`src/rtl/cwtg_pkg.sv`:
```
package cwtg_pkg;

    localparam int unsigned BYTE_W = 8;
    localparam int unsigned CW_W   = 2 * BYTE_W;
    localparam int unsigned HALF   = 1 << (CW_W - 1);

    typedef logic [CW_W-1:0] cword_t;
    typedef logic [CW_W:0]   csum_t;

    typedef struct packed {
        cword_t word;
    } shadow_state_t;

    typedef struct packed {
        cword_t acc;
        logic   tick;
    } acc_state_t;

    // Signed reading of a control word: below half-scale as is, else magnitude.
    function automatic cword_t cw_magnitude(input cword_t w);
        cword_t m;
        if (w[CW_W-1] == 1'b0) begin
            m = w;
        end else begin
            m = ~w + cword_t'(1);
        end
        return m;
    endfunction

endpackage

```
`src/rtl/cwtg_word_shadow.sv`:
```
module cwtg_word_shadow
    import cwtg_pkg::*;
(
    input  logic              clk,
    input  logic              rst_n,
    input  logic              run_i,
    input  logic              wrap_i,
    input  logic [BYTE_W-1:0] hi_i,
    input  logic [BYTE_W-1:0] lo_i,
    output cword_t            inc_o
);

    shadow_state_t st_d, st_q;
    cword_t        in_word;
    cword_t        inc;
    logic          load;

    always_comb begin
        st_d    = st_q;
        in_word = {hi_i, lo_i};
        inc     = cw_magnitude(st_q.word);
        load    = !run_i || wrap_i || (inc == '0);
        if (load) begin
            st_d.word = in_word;
        end
    end

    always_ff @(posedge clk) begin
        if (!rst_n) begin
            st_q <= '0;
        end else begin
            st_q <= st_d;
        end
    end

    assign inc_o = inc;

    // while running with a live increment and no wrap, the active word holds
    p_hold_word_r8: assert property (@(posedge clk) disable iff (!rst_n)
        (run_i && !wrap_i && (inc_o != '0)) |=> $stable(inc_o));

endmodule

```
`src/rtl/cwtg_phase_acc.sv`:
```
module cwtg_phase_acc
    import cwtg_pkg::*;
(
    input  logic   clk,
    input  logic   rst_n,
    input  logic   run_i,
    input  cword_t inc_i,
    output logic   wrap_o,
    output logic   tick_o,
    output logic   sq_o
);

    acc_state_t st_d, st_q;
    csum_t      sum;
    logic       wrap;

    always_comb begin
        st_d = st_q;
        sum  = {1'b0, st_q.acc} + {1'b0, inc_i};
        wrap = run_i && sum[CW_W];
        if (run_i) begin
            st_d.acc  = sum[CW_W-1:0];
            st_d.tick = wrap;
        end else begin
            st_d.acc  = '0;
            st_d.tick = 1'b0;
        end
    end

    always_ff @(posedge clk) begin
        if (!rst_n) begin
            st_q <= '0;
        end else begin
            st_q <= st_d;
        end
    end

    assign wrap_o = wrap;
    assign tick_o = st_q.tick;
    assign sq_o   = st_q.acc[CW_W-1];

    // a tick is never followed by another tick
    p_tick_single_r4: assert property (@(posedge clk) disable iff (!rst_n)
        tick_o |=> !tick_o);

    // stopping clears the phase and the tick
    p_stop_clears_r9: assert property (@(posedge clk) disable iff (!rst_n)
        !run_i |=> (!tick_o && !sq_o));

    // a zero increment from a cleared phase stays silent
    p_zero_quiet_r7: assert property (@(posedge clk) disable iff (!rst_n)
        (inc_i == '0 && !sq_o && !tick_o && !wrap_o) |=> !tick_o);

    // increment never exceeds half-scale, so a carry cannot repeat at once
    p_inc_limit_r3: assert property (@(posedge clk) disable iff (!rst_n)
        wrap_o |=> !wrap_o);

endmodule

```
`src/rtl/cwtg_top.sv`:
```
module cwtg_top
    import cwtg_pkg::*;
#(
    parameter int unsigned NUM_CH = 2
) (
    input  logic                     clk,
    input  logic                     rst_n,
    input  logic [NUM_CH*BYTE_W-1:0] cw_hi_i,
    input  logic [NUM_CH*BYTE_W-1:0] cw_lo_i,
    input  logic [NUM_CH-1:0]        run_i,
    output logic [NUM_CH-1:0]        tick_o,
    output logic [NUM_CH-1:0]        sq_o
);

    for (genvar c = 0; c < NUM_CH; c++) begin : g_ch
        cword_t inc;
        logic   wrap;

        cwtg_word_shadow u_shadow (
            .clk    (clk),
            .rst_n  (rst_n),
            .run_i  (run_i[c]),
            .wrap_i (wrap),
            .hi_i   (cw_hi_i[c*BYTE_W +: BYTE_W]),
            .lo_i   (cw_lo_i[c*BYTE_W +: BYTE_W]),
            .inc_o  (inc)
        );

        cwtg_phase_acc u_acc (
            .clk    (clk),
            .rst_n  (rst_n),
            .run_i  (run_i[c]),
            .inc_i  (inc),
            .wrap_o (wrap),
            .tick_o (tick_o[c]),
            .sq_o   (sq_o[c])
        );
    end

endmodule

```
`config.mk`:
```
export PLATFORM = sky130hd
export DESIGN_NAME = cwtg_top
export DESIGN_NICKNAME = d
export VERILOG_FILES = /design/src/rtl/cwtg_pkg.sv /design/src/rtl/cwtg_word_shadow.sv /design/src/rtl/cwtg_phase_acc.sv /design/src/rtl/cwtg_top.sv
export SDC_FILE = /design/constraint.sdc
export NUM_CORES = 1
export LEC_CHECK = 0
export BUFFER_PORTS_ARGS = -buffer_cell sky130_fd_sc_hd__buf_2
export CORE_MARGIN = 2
export CORE_UTILIZATION = 45
export CTS_CLUSTER_DIAMETER = 150
export DETAILED_ROUTE_END_ITERATION = 7
export PLACE_DENSITY = 0.7
export SKIP_CTS_REPAIR_TIMING = 1
export SLEW_MARGIN = 20
export SYNTH_ARGS = -nofsm -noshare
export SYNTH_HDL_FRONTEND = slang
export SYNTH_SLANG_ARGS = --single-unit
```
`constraint.sdc`:
```
create_clock -name clk -period 12.1 [get_ports clk]
set_input_delay 0.605 -clock clk [delete_from_list [all_inputs] [get_ports clk]]
set_output_delay 0.605 -clock clk [all_outputs]
set_load 0.02 [all_outputs]
```
==> results by stage <==
Synth:
- After synthesis, the share of flip-flops with an asynchronous set or reset is 0%.
- The most frequently used flop master after synthesis is dfxtp_1.
- The synthesized area per cell is 8.19 µm².
- In the post-synthesis netlist, the biggest area contributors are dfxtp_1 (28%), ha_1 (9.2%), mux2i_1 (8.2%), nand2_1 (7.0%), xnor2_1 (5.8%).
- Synthesis produced a netlist with a net count of 639.
- Synthesis inferred 66 register bits.
- The synthesis warning total is 0.
- The top cell type's share of synthesized area is 28.4%.
- Sequential elements use 28.4% of the synthesized area.
- Synthesis handed over a netlist of 567 instances.
- Yosys mapped the design onto 65 distinct sky130hd cell types.
- The number of enable-type register cells in the synthesized netlist is 0.
- The cell type with the highest aggregate area in the netlist is dfxtp_1.
- Summing every instance area after synthesis gives 4640 µm².

Pwr:
- The worst-case IR drop observed on VDD is 0.0600 mV.
- Of the total power, the share spent switching nets is 30.8%.
- The switching power total is 204 µW.
- Summed over all cells, the static leakage comes to 0.00231 µW.
- The power density over cell area is 130 nW/µm².
- The share of power burned in combinational logic is 26.1%.
- The share of total power in the clock network is 35.8%.
- The internal power contribution is 459 µW.
- Sequential cells account for 38.1% of the total power.

GRT:
- The met3 capacity usage during global routing is 2.66%.
- The number of global-route vias before repair came to 3746.
- met2 is the most crowded layer.
- The met1 layer usage reported by global route is 26.8%.
- The global routing usage summed across all routing layers is 18.6%.
- Entering global routing, the biggest net connects 73 pins.
- The number of antenna violations at the first check in global routing is 0.
- The met2 routing resource usage after global routing is 27.1%.
- The first global-routing pass estimated 17100 µm of wire.
- Summed over all layers, the global routing overflow is 0.

Timing:
- Final hold analysis gives a worst-case slack of 0.487 ns.
- The worst path uses 38.6% of the clock period.
- The final count of pins violating max slew is 0.
- The worst relative slew slack is 31.1%.
- The achievable frequency is 214 MHz.
- The final setup violation count is 0.
- The accumulated negative setup slack is 0 ns.
- Setup repair after global routing left no endpoint under its margin.
- Setup slack closes at 7.43 ns.
- Clock skew on the completed layout was measured at 0.0123 ns.
- The post-route minimum period is 4.67 ns.
- The hold violation total from the final report is 0.
- The slew of the pin with the lowest slew margin is 1.03 ns.

Floorplanning:
- The initial core utilization is 45.6%.
- The area of the die is 11100 µm².
- During I/O placement, the number of pins put on the boundary was 40.
- In this run the standard cell core region covers 10200 µm².
- The die is 106 µm wide.
- The floorplan has 37 rows.
- The y dimension of the die is 106 µm.

Critical path:
- The type of destination of the critical path is a flop.
- The signal on the critical path passes through or4_4 -> or2_1 -> o31ai_1 -> xnor2_1 -> ha_1 -> a2111oi_0 -> nor3_1 -> o31a_1 -> a221oi_1 -> o21ai_1 -> a211oi_4 -> mux2i_1.
- The worst setup path is of the flop to flop kind.
- The data arrival time of the critical path is 4.95 ns.
- In this run the worst path has a maximum fanout of 16.
- The worst endpoint required time is 12.37 ns.
- The beginning of the critical path is g_ch[1].u_shadow.st_q[2].
- The worst reg2reg path depth is 12.
- The source of the worst register-to-register timing path is g_ch[1].u_shadow.st_q[2].
- The cell with the largest stage delay on the worst path is a211oi_4.
- The type of origin of the critical path is a flop.
- The largest incremental delay on the critical path is 0.89 ns.

Final layout:
- Relative to the synthesized area, the layout overhead comes to 10.0%.
- The ratio of cells with drive above 1 in the final layout is 11.4%.
- The share of the core filled with cells is 50.2%.
- At the end of the flow, the number of nets in the layout was 657.
- Leaving out fill and tap cells, the most frequent cells in the layout are nand2_1 (86), dfxtp_1 (66), nor2_1 (39), buf_2 (39), mux2i_1 (38).
- The library cell used most frequently in the layout, excluding fill and tap cells, is nand2_1.
- The count of antenna diodes in the layout is 0.
- After routing the design area is 5110 µm².
- The layout has 1000 filler cells.

CTS:
- Clock tree synthesis inserted a total of 9 buffers.
- The clock tree from TritonCTS is yes.
- The clock passes through at most 2 buffers.
- The buffer type at the clock tree root is clkbuf_8.
- The clock-pin transition on the worst setup and hold timing paths is 0.08 ns.
- The clock reaches the later pin of the worst-skew pair after 0.36 ns.
- The count of clock tree sinks is 66.
- CTS built an H-tree with a depth of 3.

Routing:
- Across all layers, the routed design uses 4015 vias.
- The number of optimization iterations in the first detailed-route pass is 5.
- Once detail routing completed, the nets flagged for antenna violations numbered 0.
- The count of routing violations after the opening detailed-route iteration is 296.
- After detailed routing, the average wire length per cell comes to 13.8 µm.
- The post-detailed-route via-to-cell ratio is 5.53.
- The detailed-route DRC error count is 0.
- The overall routed net length is 10000 µm.

Hold path:
- The path class of the tightest hold or removal check is input pin to flop.
- The count of cells along the worst hold path is 3.
- In this run the most critical hold path is launched from cw_hi_i[5].

Flow run:
- Across the run, the number of max-cap violations was 0.

Place:
- The count of port buffers added during placement is 39.
- The congestion estimate from routability-driven global placement came to 0.887.
- The HPWL after detailed placement is 7440 µm.
- The post-placement cell area is 4860 µm².
- The worst slack after detailed placement is 7.46 ns.

Run status:
- The flow ran to the end, and the final reports show no timing, DRC or antenna violations.
[critical path: cells and delay by family, from the launching register on]
kind | cells | cell delay [ns]
and+or+nand+nor | 3 | 0.93
adders and majority gates | 1 | 0.31
DFF | 1 | 0.39
muxes | 1 | 0.27
xor gates and xnor gates | 1 | 0.16
AOI/OAI and AO/OA | 6 | 2.53
[state kept, by name, indices dropped and copies added, names as in the netlist]
signal / flops
g_ch.u_shadow.st_q: 32
g_ch.u_acc.tick_o: 2
g_ch.u_acc.sq_o: 2
g_ch.u_acc.st_q: 30
[synth_stat cells, drive strengths merged, types with 6 or more instances]
library cell  count
a211oi           12
a21o             18
a21oi            18
and3              8
buf               7
clkbuf           26
dfxtp            66
ha               34
inv              15
mux2i            38
nand2            86
nand2b            7
nand3             6
nor2             39
nor2b             7
nor3             24
nor3b             6
o21ai            33
o31ai            10
xnor2            31
xor2              7
[worst paths after layout]
check                                                  to  slack, ns
worst min-delay path            g_ch[0].u_shadow.st_q[13]       0.49
worst max register to register  g_ch[1].u_shadow.st_q[14]       7.43
worst min register to register  g_ch[1].u_shadow.st_q[13]       0.49
worst max-delay path            g_ch[1].u_shadow.st_q[14]       7.43
[final cells by class]
class / count / area [µm²] / area share, %
multi-input combinational: 453 / 3110 / 60.8
sequential: 66 / 1320 / 25.9
timing repair buffer: 40 / 203 / 3.97
tap: 136 / 170 / 3.33
clock buffer: 12 / 155 / 3.04
clock inverter: 4 / 97.6 / 1.91
inverter: 15 / 56.3 / 1.10
[metal layers]
| metal | vias up | part of all wire (%) |
|---|---|---|
| li1 | 2070 | - |
| met1 | 1805 | 51 |
| met2 | 122 | 42 |
| met3 | 18 | 4.8 |
| met4 | 0 | 2.2 |
| met5 | - | 0 |
[cell families (layout without fill, tap and decap cells)]
kind of cell             count (synthesis)  in the layout  share of synthesized area, %
multiplexers                            39             39                          8.51
AND/OR/NAND/NOR                        217            217                          22.9
AO/OA/AOI/OAI                          123            123                          18.3
adder cells (fa/ha/maj)                 36             36                          10.0
XOR/XNOR                                38             38                          7.17
buffers and inverters                   48             71                          4.63
flip-flops                              66             66                          28.4
[metrics by stage]
| stage | cells | power (µW) |
|---|---|---|
| 6_report | 726 | 663 |
| 5_1_grt | 726 | 697 |
| 4_1_cts | 726 | 664 |
| 3_5_place_dp | 710 | 428 |
| 3_3_place_gp | 710 | 422 |
| 2_1_floorplan | 567 | 393 |
[power groups by stage]
stage / registers [µW] / logic, µW / clock network (µW)
2_1_floorplan: 247 / 146 / 0
3_3_place_gp: 256 / 166 / 0
3_5_place_dp: 257 / 170 / 0
4_1_cts: 252 / 172 / 240
5_1_grt: 255 / 193 / 248
6_report: 253 / 173 / 237
No activity file was read; power rests on OpenSTA's default activity.
